==> src/rtl/slot_alloc_pkg.sv <==
package slot_alloc_pkg;
  typedef struct packed {
    logic doRx;
    logic doTx;
    logic doFree;
  } slotStrobes_t;
endpackage

==> src/rtl/slotCtrl.sv <==
module slotCtrl
  import slot_alloc_pkg::*;
(
  input  logic         rxReq,
  input  logic         txReq,
  input  logic         freeValid,
  input  logic         freeScratch,
  output slotStrobes_t strobes
);
  // A scratch release is acknowledged but never reaches the pool flags.
  always_comb begin
    strobes.doRx   = rxReq;
    strobes.doTx   = txReq;
    strobes.doFree = freeValid && !freeScratch;
  end
endmodule

==> src/rtl/slotFind.sv <==
module slotFind #(
  parameter int POOL_SIZE = 64,
  parameter int LO        = 0,
  localparam int IDX_W    = $clog2(POOL_SIZE)
) (
  input  logic [POOL_SIZE-1:0] used,
  output logic                 found,
  output logic [IDX_W-1:0]     idx
);
  // Lowest clear bit at or above LO; scanning downward lets the lowest win.
  always_comb begin
    found = 1'b0;
    idx   = '0;
    for (int i = POOL_SIZE - 1; i >= LO; i--) begin
      if (!used[i]) begin
        found = 1'b1;
        idx   = IDX_W'(i);
      end
    end
  end
endmodule

==> src/rtl/slotDatapath.sv <==
module slotDatapath
  import slot_alloc_pkg::*;
#(
  parameter int POOL_SIZE = 64,
  localparam int IDX_W    = $clog2(POOL_SIZE),
  localparam int TX_BASE  = POOL_SIZE / 4
) (
  input  logic               clk,
  input  logic               rstN,
  input  slotStrobes_t       strobes,
  input  logic [IDX_W-1:0]   freeIdx,
  output logic               rxDone,
  output logic               rxFail,
  output logic [IDX_W-1:0]   rxIdx,
  output logic               txDone,
  output logic               txFail,
  output logic [IDX_W-1:0]   txIdx,
  output logic [IDX_W:0]     freeCount
);
  localparam logic [POOL_SIZE-1:0] ONE = POOL_SIZE'(1);

  logic [POOL_SIZE-1:0] usedQ;
  logic [POOL_SIZE-1:0] afterFree;
  logic [POOL_SIZE-1:0] afterRx;
  logic [POOL_SIZE-1:0] usedD;
  logic                 rxFound;
  logic                 txFound;
  logic [IDX_W-1:0]     rxPick;
  logic [IDX_W-1:0]     txPick;

  // Release first, then receive, then transmit.
  always_comb begin
    afterFree = usedQ;
    if (strobes.doFree) afterFree = usedQ & ~(ONE << freeIdx);
  end

  slotFind #(.POOL_SIZE(POOL_SIZE), .LO(0)) u_rxFind (
    .used(afterFree), .found(rxFound), .idx(rxPick)
  );

  always_comb begin
    afterRx = afterFree;
    if (strobes.doRx && rxFound) afterRx = afterFree | (ONE << rxPick);
  end

  slotFind #(.POOL_SIZE(POOL_SIZE), .LO(TX_BASE)) u_txFind (
    .used(afterRx), .found(txFound), .idx(txPick)
  );

  always_comb begin
    usedD = afterRx;
    if (strobes.doTx && txFound) usedD = afterRx | (ONE << txPick);
  end

  always_ff @(posedge clk) begin
    if (!rstN) begin
      usedQ  <= '0;
      rxDone <= 1'b0;
      rxFail <= 1'b0;
      rxIdx  <= '0;
      txDone <= 1'b0;
      txFail <= 1'b0;
      txIdx  <= '0;
    end else begin
      usedQ  <= usedD;
      rxDone <= strobes.doRx;
      rxFail <= strobes.doRx && !rxFound;
      rxIdx  <= rxPick;
      txDone <= strobes.doTx;
      txFail <= strobes.doTx && !txFound;
      txIdx  <= txPick;
    end
  end

  always_comb begin
    freeCount = '0;
    for (int i = 0; i < POOL_SIZE; i++) begin
      freeCount = freeCount + (IDX_W+1)'(!usedQ[i]);
    end
  end
endmodule

==> src/rtl/slotAlloc.sv <==
module slotAlloc
  import slot_alloc_pkg::*;
#(
  parameter int POOL_SIZE = 64,
  localparam int IDX_W    = $clog2(POOL_SIZE)
) (
  input  logic             clk,
  input  logic             rstN,
  input  logic             rxReq,
  input  logic             txReq,
  input  logic             freeValid,
  input  logic             freeScratch,
  input  logic [IDX_W-1:0] freeIdx,
  output logic             rxDone,
  output logic             rxFail,
  output logic [IDX_W-1:0] rxIdx,
  output logic             txDone,
  output logic             txFail,
  output logic [IDX_W-1:0] txIdx,
  output logic [IDX_W:0]   freeCount
);
  slotStrobes_t strobes;

  slotCtrl u_ctrl (
    .rxReq(rxReq), .txReq(txReq), .freeValid(freeValid),
    .freeScratch(freeScratch), .strobes(strobes)
  );

  slotDatapath #(.POOL_SIZE(POOL_SIZE)) u_dp (
    .clk(clk), .rstN(rstN), .strobes(strobes), .freeIdx(freeIdx),
    .rxDone(rxDone), .rxFail(rxFail), .rxIdx(rxIdx),
    .txDone(txDone), .txFail(txFail), .txIdx(txIdx),
    .freeCount(freeCount)
  );
endmodule

==> config.mk <==
export PLATFORM = sky130hd
export DESIGN_NAME = slotAlloc
export DESIGN_NICKNAME = d
export VERILOG_FILES = /design/src/rtl/slot_alloc_pkg.sv /design/src/rtl/slotCtrl.sv /design/src/rtl/slotFind.sv /design/src/rtl/slotDatapath.sv /design/src/rtl/slotAlloc.sv
export SDC_FILE = /design/constraint.sdc
export NUM_CORES = 1
export LEC_CHECK = 0
export ABC_AREA = 1
export BUFFER_PORTS_ARGS = -buffer_cell sky130_fd_sc_hd__buf_4
export CORE_MARGIN = 3
export CORE_UTILIZATION = 45
export CTS_CLUSTER_SIZE = 8
export DETAILED_ROUTE_END_ITERATION = 8
export GPL_ROUTABILITY_DRIVEN = 1
export HOLD_SLACK_MARGIN = 0.12
export PLACE_DENSITY = 0.68
export SYNTH_ARGS = -nofsm -noshare
export SYNTH_HDL_FRONTEND = slang
export SYNTH_SLANG_ARGS = --single-unit
export TNS_END_PERCENT = 30
==> constraint.sdc <==
create_clock -name clk -period 9.15 [get_ports clk]
set_clock_uncertainty 0.05 [all_clocks]
set_input_delay 1.83 -clock clk [delete_from_list [all_inputs] [get_ports clk]]
set_output_delay 1.83 -clock clk [all_outputs]
set_load 0.05 [all_outputs]
### After elaboration in Yosys (flattened, before gate mapping)

Cells that the tools add are included.
W data, S select, Z words.

| storage, ports and cells | value |
|---|---|
| input bits | 12 |
| output and inout bits | 23 |
| register bits | 80 |
| logic and storage cells | 376 |

| cells by class | value |
|---|---|
| shift operators | 3 |
| add/sub/neg operators | 63 |
| bitwise logic cells | 4 |
| reduce and logical (&&, ||, !) cells | 72 |
| multiplexer cells | 227 |

Operator list:

| kind | number |
|---|---|
| $mux W6 | 112 |
| $add A7 B1 Y7 | 62 |
| $mux W64 | 3 |
| $shl A1 B6 Y64 const A | 3 |
| $or A64 B64 Y64 | 2 |
| $mux W1 | 112 |
| $logic_not A1 Y1 | 67 |
| $and A64 B64 Y64 | 1 |
| $not A64 Y64 | 1 |
| $logic_and A1 B1 Y1 | 5 |
| $add A1 B1 Y2 | 1 |

### Longest topological paths before layout

Gate-level depths: netlist of run 1.

| logic depth | value |
|---|---|
| depth after elaboration | 122 |
| mapped depth | 122 |
| gate-level depth less buffers | 121 |

### Hierarchy

Synthesis of run 1 repeated with hierarchy kept, for this count alone.

| second synthesis, totals | value |
|---|---|
| cell total of the unflattened synthesis | 1308 |
| area, all modules | 7913.8 µm² |

Modules (own cells, without submodules):

| module | sequential area each (µm²) | cells each | area an instance (µm²) | instances |
|---|---|---|---|---|
| slotDatapath | 1601.5 | 1018 | 6671.4 | 1 |
| slotFind (u_dp.u_rxFind) | 0.0 | 165 | 698.2 | 1 |
| slotFind (u_dp.u_txFind) | 0.0 | 121 | 519.2 | 1 |
| slotCtrl | 0.0 | 4 | 25.0 | 1 |

### Least setup slack after synthesis of run 1

OpenSTA, ideal clock, no wires.

| timing | value |
|---|---|
| path type | input to register |
| from | in freeScratch |
| to | reg u_dp.usedQ[40] |
| buffers on the path | 1 |
| required time | 9.030 ns |
| cell stages on the path | 122 |
| arrival | 8.129 ns |
| setup slack | 0.901 ns |
| cell sequence | inv_1 -> nand2_1 -> nor2_1 -> buf_2 -> nand3_1 -> nand2_2 -> nand3_1 -> nand2_1 -> nand2_1 -> nand2_1 -> nand2_1 -> nand2_1 -> nand2_1 -> nand2_1 -> nand2_1 -> nand2_1 -> nand2_1 -> nand2_1 -> [86 not listed] -> nand2_1 -> nand2_1 -> nand2_1 -> nand2_1 -> nand2_1 -> nand2_1 -> nand2_1 -> nand2_1 -> nand2_1 -> nand2_1 -> nand2_2 -> nand2_4 -> nand2_4 -> nand2_2 -> nand3_2 -> nor2_2 -> nand3_1 -> a21oi_1 |

| on the way | value |
|---|---|
| longest elaborated chain between the ends | 121 |
| elaborated cells between the ends (all ways) | 235 |

RTL lines:

| what | RTL line | text |
|---|---|---|
| start: declaration | slotAlloc.sv:12 | `input logic freeScratch,` |
| $logic_not A1 Y1 (*) | slotCtrl.sv:14 | `strobes.doFree = freeValid && !freeScratch;` |
| $logic_and A1 B1 Y1 (*) | slotCtrl.sv:14 |  |
| $mux W64 (*) | slotDatapath.sv:34 | `if (strobes.doFree) afterFree = usedQ & ~(ONE << freeIdx);` |
| $mux W6 (64 in series) | slotFind.sv:15 | `if (!used[i]) begin` |
| $shl A1 B6 Y64 | slotDatapath.sv:43 | `if (strobes.doRx && rxFound) afterRx = afterFree \| (ONE << rxPick);` |
| $or A64 B64 Y64 | slotDatapath.sv:43 |  |
| $mux W64 (*) | slotDatapath.sv:43 |  |
| $mux W6 (48 in series) | slotFind.sv:15 |  |
| $shl A1 B6 Y64 | slotDatapath.sv:52 | `if (strobes.doTx && txFound) usedD = afterRx \| (ONE << txPick);` |
| $or A64 B64 Y64 | slotDatapath.sv:52 |  |
| $mux W64 (*) | slotDatapath.sv:52 |  |
| end signal: assignment | slotDatapath.sv:65 | `usedQ <= usedD;` |
| end: declaration | slotDatapath.sv:22 | `logic [POOL_SIZE-1:0] usedQ;` |

Mark *: on every way between the ends. The rest lies on a longest branch, timed or not.
A chain may end at the register's enable or synchronous reset.

### Worst setup path in the final report of run 1

| timing | value |
|---|---|
| from | in freeIdx[1] |
| to | reg u_dp.usedQ[60] |

| on the way | value |
|---|---|
| longest elaborated chain between the ends | 122 |
| elaborated cells between the ends (all ways) | 236 |

RTL lines:

| what | RTL line | text |
|---|---|---|
| start: declaration | slotAlloc.sv:13 | `input logic [IDX_W-1:0] freeIdx,` |
| $shl A1 B6 Y64 (*) | slotDatapath.sv:34 |  |
| $not A64 Y64 (*) | slotDatapath.sv:34 |  |
| $and A64 B64 Y64 (*) | slotDatapath.sv:34 |  |
| $mux W64 (*) | slotDatapath.sv:34 |  |
| $mux W6 (64 in series) | slotFind.sv:15 |  |
| $shl A1 B6 Y64 | slotDatapath.sv:43 |  |
| $or A64 B64 Y64 | slotDatapath.sv:43 |  |
| $mux W64 (*) | slotDatapath.sv:43 |  |
| $mux W6 (48 in series) | slotFind.sv:15 |  |
| $shl A1 B6 Y64 | slotDatapath.sv:52 |  |
| $or A64 B64 Y64 | slotDatapath.sv:52 |  |
| $mux W64 (*) | slotDatapath.sv:52 |  |

Marked as above.

==> key figures, run 1 <==
Outcome
  • Status: finished, violations left
  • Failing checks: setup timing

Synth
  • Simple-Gate Fraction of Synth Area: 0.299
  • Syn nets: ~1200
  • Synth Area in Compound Gates: 0.148
  • #FFs+latches synth: 80
  • Sequential share of the synthesized area: 0.226
  • Synth Warn #: 0
  • Synth Area per Inst: around 6.3 sq um
  • Mapped Cells: between 1000 and 1500
  • Xor and xnor area share after synthesis: 0.00495
  • Largest family of logic cells by synthesized area: simple AND/OR/NAND/NOR gates
  • Cell area after synthesis: between 0.007 and 0.008 sq mm
  • Synth Area in Adders: 0.181
  • Mux share of post-synthesis cell area: 0
  • Post-synth top area share: 0.226
  • Cell taking the most area after synthesis: dfxtp_1
  • Area contributors post-synth: dfxtp_1 23%, fa_1 15%, nand2_1 12%, inv_1 12%, nor2_1 8.6%
  • Synth unique cells: 35

Setup path
  • CP most frequent cell: nand2_1
  • Crit Path Class: input port to register
  • Crit path max-delay cell type: a21oi_4
  • Critical R2R Launch: u_dp.usedQ[61]$_SDFF_PN0_
  • CP arrival: ~9.6 ns
  • R2R Setup Slk: about 1.4 ns
  • Worst reg2reg path depth: 116
  • Setup crit start: freeIdx[1]
  • Critical Path Start Type: input port
  • Worst Setup End Kind: register
  • Worst-path fanout max: 6
  • CP max stage delay: 0.22 ns
  • CP required: around 9.4 ns

Routing
  • DRT antenna net count: 0
  • Pre-Repair DR Iteration Count: 6
  • Routed wire length: 30.4 mm
  • Remaining DRCs: 0
  • Total vias in the final route: between 8000 and 9000
  • Avg WL per Cell: between 15 and 20 um
  • Initial detailed-routing violation count: between 900 and 1000
  • Vias per cell: about 5.3

Die
  • # IOs: 35
  • Core area: roughly 0.015 sq mm
  • Row count: 45
  • Initial Utilization: 0.462
  • Die ar.: roughly 0.017 sq mm
  • Die extent in x: ~130 um
  • Die height: ~130 um

Clocking
  • H-tree levels: 3
  • Root Buffer: clkbuf_16
  • CTS Sinks: 80
  • Clk Latency, worst-skew pair: 0.36 ns
  • CTS Buffer Depth: 2
  • CTS tree: done
  • CTS Hold Bufs: 0
  • Total CTS buffers: 9
  • Clock-pin slew on the worst setup and hold paths: ~0.070 ns

Global routing
  • Total global routing overflow: 0
  • Total track usage: 0.342
  • Via count of the first global-routing pass: ~8000
  • Met2 usage: 0.519
  • Busiest grt layer: met2
  • Global-route wire length before repair: approximately 45 mm
  • Largest net degree at the start of global routing: 76
  • Met1 Use GR: 0.474
  • Initial antenna violation count: 0
  • Grt met3 use: 0.0586

Final layout
  • Synth-to-layout area growth: 39.5%
  • Share of cells above drive strength 1: 0.268
  • Total Nets Final: 1446
  • Fill cells: 1457
  • Non-filler instance count after layout: between 1500 and 2000
  • Antenna cells: 0

STA
  • Max Slew Vio Count: 0
  • Slew margin rel.: 0.432
  • Hold Slack: 0.538 ns
  • Period minus WS final: about 9.3 ns
  • Final worst slack: -0.165 ns
  • Setup repair after global routing missed its margin: true
  • Least-Margin Pin Slew: between 0.8 and 0.9 ns
  • Setup tns final: -1.51 ns
  • Setup violators final: 24
  • Final Hold Viols: 0
  • Final worst path period share: 1.02
  • Max Freq: between 100 and 150 MHz

Place
  • Placed instance count: ~1500
  • Port Buf Inserts: 34
  • Pre-CTS setup slack: -0.528 ns
  • Placer Congestion: 1.02
  • DP HPWL: between 20 and 25 mm

Power
  • Peak VDD IR: about 0.00011 V
  • Static leakage: approximately 0.0046 uW
  • P per Cell Area: about 100 mW/mm^2

Min path
  • Hold Crit Start: u_dp.usedQ[15]$_SDFF_PN0_
  • Hold Path Class: register to register
  • Hold depth: 2

Run
  • Max-cap violations: 0
## kinds of logic after synthesis
family	after synthesis
flip-flops	80
AND/OR/NAND/NOR	504
adder cells (fa/ha/maj)	70
buffers and inverters	263
XOR/XNOR	4
AO/OA/AOI/OAI	195
## through the flow
step	power, uW	cell area, sq um	utilization
6_report	1010	9880	0.645
5_1_grt	1040	9880	0.645
4_1_cts	998	9600	0.627
3_5_place_dp	633	9080	0.593
3_3_place_gp	630	9080	0.593
2_1_floorplan	545	7080	-
## critical path: cells and delay by family
kind / cells / cell delay [ns]
and+or+nand+nor: 112 / 6.58
AOI/OAI and AO/OA: 3 / 0.45
buffers and inverters: 6 / 0.62
## area by class of cell
| cell class | count | area (sq um) | share of cell area |
|---|---|---|---|
| Multi-Input combinational cell | 773 | 4760 | 0.482 |
| Timing Repair Buffer | 270 | 2090 | 0.212 |
| Sequential cell | 80 | 1600 | 0.162 |
| Clock inverter | 7 | 62.6 | 0.00633 |
| Tap cell | 211 | 264 | 0.0267 |
| Clock buffer | 9 | 225 | 0.0228 |
| Inverter | 230 | 876 | 0.0887 |
## what timing repair did
item | CTS | global route
buffers inserted | 15 | 8
gates resized for setup | 36 | 56
hold endpoints to repair | 0 | 0
setup endpoints to repair | 38 | 49
pin swaps | 17 | 23
## routing by layer
| metal | vias up | part of all wire |
|---|---|---|
| li1 | 3958 | - |
| met5 | - | 0 |
| met1 | 3839 | 0.42 |
| met3 | 81 | 0.095 |
| met2 | 451 | 0.44 |
| met4 | 0 | 0.050 |
## cells in the final DEF (no fill, tap or decap), types with 16 or more instances in the layout
master,count
nor2_1,151
buf_4,260
fa_1,54
o21ai_0,67
nand3_2,16
a21oi_1,89
nand3_1,47
nand4_1,16
dfxtp_1,80
nand2_1,219
inv_1,214
ha_1,16
## flip-flops by register name (all words and copies together) (netlist names)
register     flops
u_dp.rxDone      1
u_dp.rxFail      1
u_dp.rxIdx       6
u_dp.txDone      1
u_dp.txFail      1
u_dp.txIdx       6
u_dp.usedQ      64
## power by group
part | switching (uW) | internal (uW)
logic | 184 | 101
registers | 2.13 | 351
clock network | 177 | 191
## cell usage after synthesis
| library cell | n |
|---|---|
| dfxtp_1 | 80 |
| inv_1 | 220 |
| buf_2 | 10 |
| o21ai_2 | 3 |
| inv_2 | 7 |
| o21bai_1 | 3 |
| a311oi_1 | 1 |
| a21oi_1 | 97 |
| fa_1 | 54 |
| clkinv_1 | 3 |
| nand3_2 | 3 |
| xor2_1 | 3 |
| o211ai_1 | 2 |
| nor4_1 | 7 |
| nand2_2 | 7 |
| nor3_1 | 10 |
| a21o_1 | 2 |
| ha_1 | 16 |
| nand2_4 | 2 |
| a31oi_1 | 10 |
| clkbuf_1 | 22 |
| xnor2_1 | 1 |
| o21ai_0 | 70 |
| nor2_1 | 162 |
| a21boi_1 | 1 |
| nand2_1 | 227 |
| a21boi_0 | 2 |
| o31ai_1 | 3 |
| nand4_2 | 1 |
| and2_1 | 1 |
| buf_1 | 1 |
| a21oi_4 | 1 |
| nand3_1 | 63 |
| nor2_2 | 5 |
| nand4_1 | 16 |
## path summary, 6_finish.rpt
kind                                to
max          u_dp.usedQ[60]$_SDFF_PN0_
min          u_dp.usedQ[15]$_SDFF_PN0_
max reg2reg  u_dp.usedQ[60]$_SDFF_PN0_
min reg2reg  u_dp.usedQ[15]$_SDFF_PN0_
Note: power is estimated with default switching activity, not from simulation.
==> run 2, diff against run 1 <==
--- a/config.mk
+++ b/config.mk
@@ -14,6 +14,8 @@
 export GPL_ROUTABILITY_DRIVEN = 1
 export HOLD_SLACK_MARGIN = 0.12
 export PLACE_DENSITY = 0.68
+export SETUP_SLACK_MARGIN = 0.02
+export SKIP_CTS_REPAIR_TIMING = 1
 export SYNTH_ARGS = -nofsm -noshare
 export SYNTH_HDL_FRONTEND = slang
 export SYNTH_SLANG_ARGS = --single-unit
==> constraint.sdc (replaced) <==
create_clock -name clk -period 10.37 [get_ports clk]
set_clock_uncertainty 0.05 [all_clocks]
set_input_delay 2.074 -clock clk [delete_from_list [all_inputs] [get_ports clk]]
set_output_delay 2.074 -clock clk [all_outputs]
set_load 0.05 [all_outputs]
==> run 2 against run 1 <==
  * The run now ends clean
  * Highest routed layer unchanged
  * Combinational power decreased by 18%
  * Final area decreased by 14%
  * Critical endpoint is now u_dp.usedQ[28]$_SDFF_PN0_
  * First-iteration DRC count decreased by 1.0%
  * Largest cell class unchanged
  * Cell count decreased by 11%
  * Routed wire length decreased by 8.3%
  * Via count decreased by 8.0%
  * Register-to-register slack improved by 1.2 ns
  * Worst hold slack got worse by 0.0040 ns
  * Clock power decreased by 7.1%
  * Setup slack improved by 0.92 ns
  * Critical path type unchanged
==> key figures, run 2 (synthesis results as in run 1) <==
Power
  • P_int: ~600 uW
  • Peak VDD IR: slightly above 0.00009 V
  • Power Total: 887 uW
  • Static leakage: between 0.003 and 0.004 uW
  • Reg power frac: 0.351
  • Switching pwr: 291 uW
  • Clk network pwr share: 0.386
  • Comb power frac: 0.263
  • Switching Share: 0.328
  • P per Cell Area: 104 mW/mm^2

Routing
  • Remaining DRCs: 0
  • Avg WL per Cell: ~20 um
  • Routed wire length: ~28 mm
  • Initial detailed-routing violation count: ~960
  • Vias per cell: ~5.5
  • Total vias in the final route: between 7000 and 8000
  • Pre-Repair DR Iteration Count: 8
  • DRT antenna net count: 0

Global routing
  • Total global routing overflow: 0
  • Global-route wire length before repair: slightly above 40 mm
  • Via count of the first global-routing pass: about 7000
  • Largest net degree at the start of global routing: 53
  • Initial antenna violation count: 0
  • Total track usage: 0.314

Final layout
  • Largest register FFs: 64
  • Share of cells above drive strength 1: 0.156
  • Final Util: 0.554
  • Biggest regs: u_dp.usedQ: 64 flops, u_dp.rxIdx: 6 flops, u_dp.txIdx: 6 flops
  • Most common cell after layout, fill and taps aside: nand2_1
  • Largest Register: u_dp.usedQ
  • Most frequent cells in the layout: 220 x nand2_1, 214 x inv_1, 148 x nor2_1
  • Non-filler instance count after layout: roughly 1400
  • Fill cells: 1555
  • Synth-to-layout area growth: 19.9%
  • Antenna cells: 0
  • Total Nets Final: roughly 1300

Setup path
  • Worst Setup End Kind: register
  • Crit Path Class: input port to register
  • Critical path buffer and inverter count: 6
  • CP arrival: roughly 9.8 ns
  • Crit path max-delay cell type: a21oi_2
  • Largest delay share family, worst path: simple AND/OR/NAND/NOR gates
  • CP most frequent cell: nand2_1
  • Worst-path fanout max: 7
  • CP max stage delay: 0.27 ns
  • Critical Path Start Type: input port
  • CP required: 10.58 ns

Die
  • Initial Utilization: 0.462
  • # IOs: 35
  • Core area: 0.0153 sq mm
  • Die height: 131 um
  • Row count: 45
  • Die extent in x: between 100 and 150 um
  • Die ar.: 0.0173 sq mm

Clocking
  • Total CTS buffers: 9
  • CTS tree: done
  • H-tree levels: 3
  • Clock-pin slew on the worst setup and hold paths: around 0.06 ns
  • Clk Latency, worst-skew pair: about 0.35 ns
  • CTS Sinks: 80
  • CTS Buffer Depth: 2
  • Root Buffer: clkbuf_16

STA
  • Slew margin rel.: 0.502
  • Final Hold Viols: 0
  • Setup violators final: 0
  • Final worst path period share: 0.927
  • Max Freq: 104 MHz
  • Period minus WS final: 9.62 ns
  • Max Slew Vio Count: 0
  • Least-Margin Pin Slew: 0.747 ns
  • Setup repair after global routing missed its margin: true

Outcome
  • Status: finished clean

Place
  • Port Buf Inserts: 34
  • DP HPWL: ~23 mm
  • Placer Congestion: about 1.0
  • Placed instance count: ~1400

Run
  • Max-cap violations: 0

Min path
  • Hold Path Class: register to register
==> run 2: changes by cell type in the layout (fill, tap and decap cells not counted), moves of 3 or more <==
cell     change
buf_12       -3
buf_4      -169
buf_6        -4
inv_8        -3
nand3_1      +5
nand3_2      -4
nor2_1       -3
nor2_2       +5
==> run 2: layer usage <==
metal  track usage  up-vias  wire (um)
met3        0.0628       81       2780
met4         0.158        0       1570
met5             0        -          0
met1         0.433     3528      11600
li1              -     3601          -
met2         0.470      456      11900
==> run 2: final timing paths <==
kind	to	slack [ns]	start	cells past startpoint
max	u_dp.usedQ[28]$_SDFF_PN0_	0.75	freeIdx[2]	118
min	u_dp.usedQ[9]$_SDFF_PN0_	0.53	u_dp.usedQ[9]$_SDFF_PN0_	2
max reg2reg	u_dp.usedQ[28]$_SDFF_PN0_	2.60	u_dp.usedQ[60]$_SDFF_PN0_	114
min reg2reg	u_dp.usedQ[9]$_SDFF_PN0_	0.53	u_dp.usedQ[9]$_SDFF_PN0_	2
==> run 2: power groups by stage <==
stage | Clock [uW] | Sequential (uW) | Combinational (uW)
global placement | 0 | 318 | 224
floorplan | 0 | 322 | 159
global route | 357 | 311 | 254
detailed placement | 0 | 318 | 227
CTS | 345 | 311 | 227
finish | 342 | 311 | 234
==> run 2: through the flow <==
step	hold slack (ns)	setup WS (ns)	setup TNS, ns	instance area, sq um
final	0.534	0.753	0	8490
after global routing	0.569	-0.391	-11.01	8490
after CTS	0.533	0.705	0	8110
after detailed placement	0.516	0.390	0	7810
after global placement	0.516	0.331	0	7810
after floorplan	0.484	1.88	0	7080
==> run 2: final cells by class <==
class | instances | area (sq um) | share of cell area
clock buffer | 11 | 233 | 0.0274
clock inverter | 4 | 70.1 | 0.00825
inverter | 230 | 871 | 0.103
multi-input combinational | 773 | 4720 | 0.556
sequential | 80 | 1600 | 0.189
tap | 211 | 264 | 0.0311
timing repair buffer | 95 | 732 | 0.0862
==> run 2: worst register-to-register path, delay by kind of cell, from the launching register on <==
family / cells / cell delay (ns)
flops: 1 / 0.30
buf+inv: 2 / 0.11
simple gates: 109 / 6.49
compound gates: 3 / 0.73
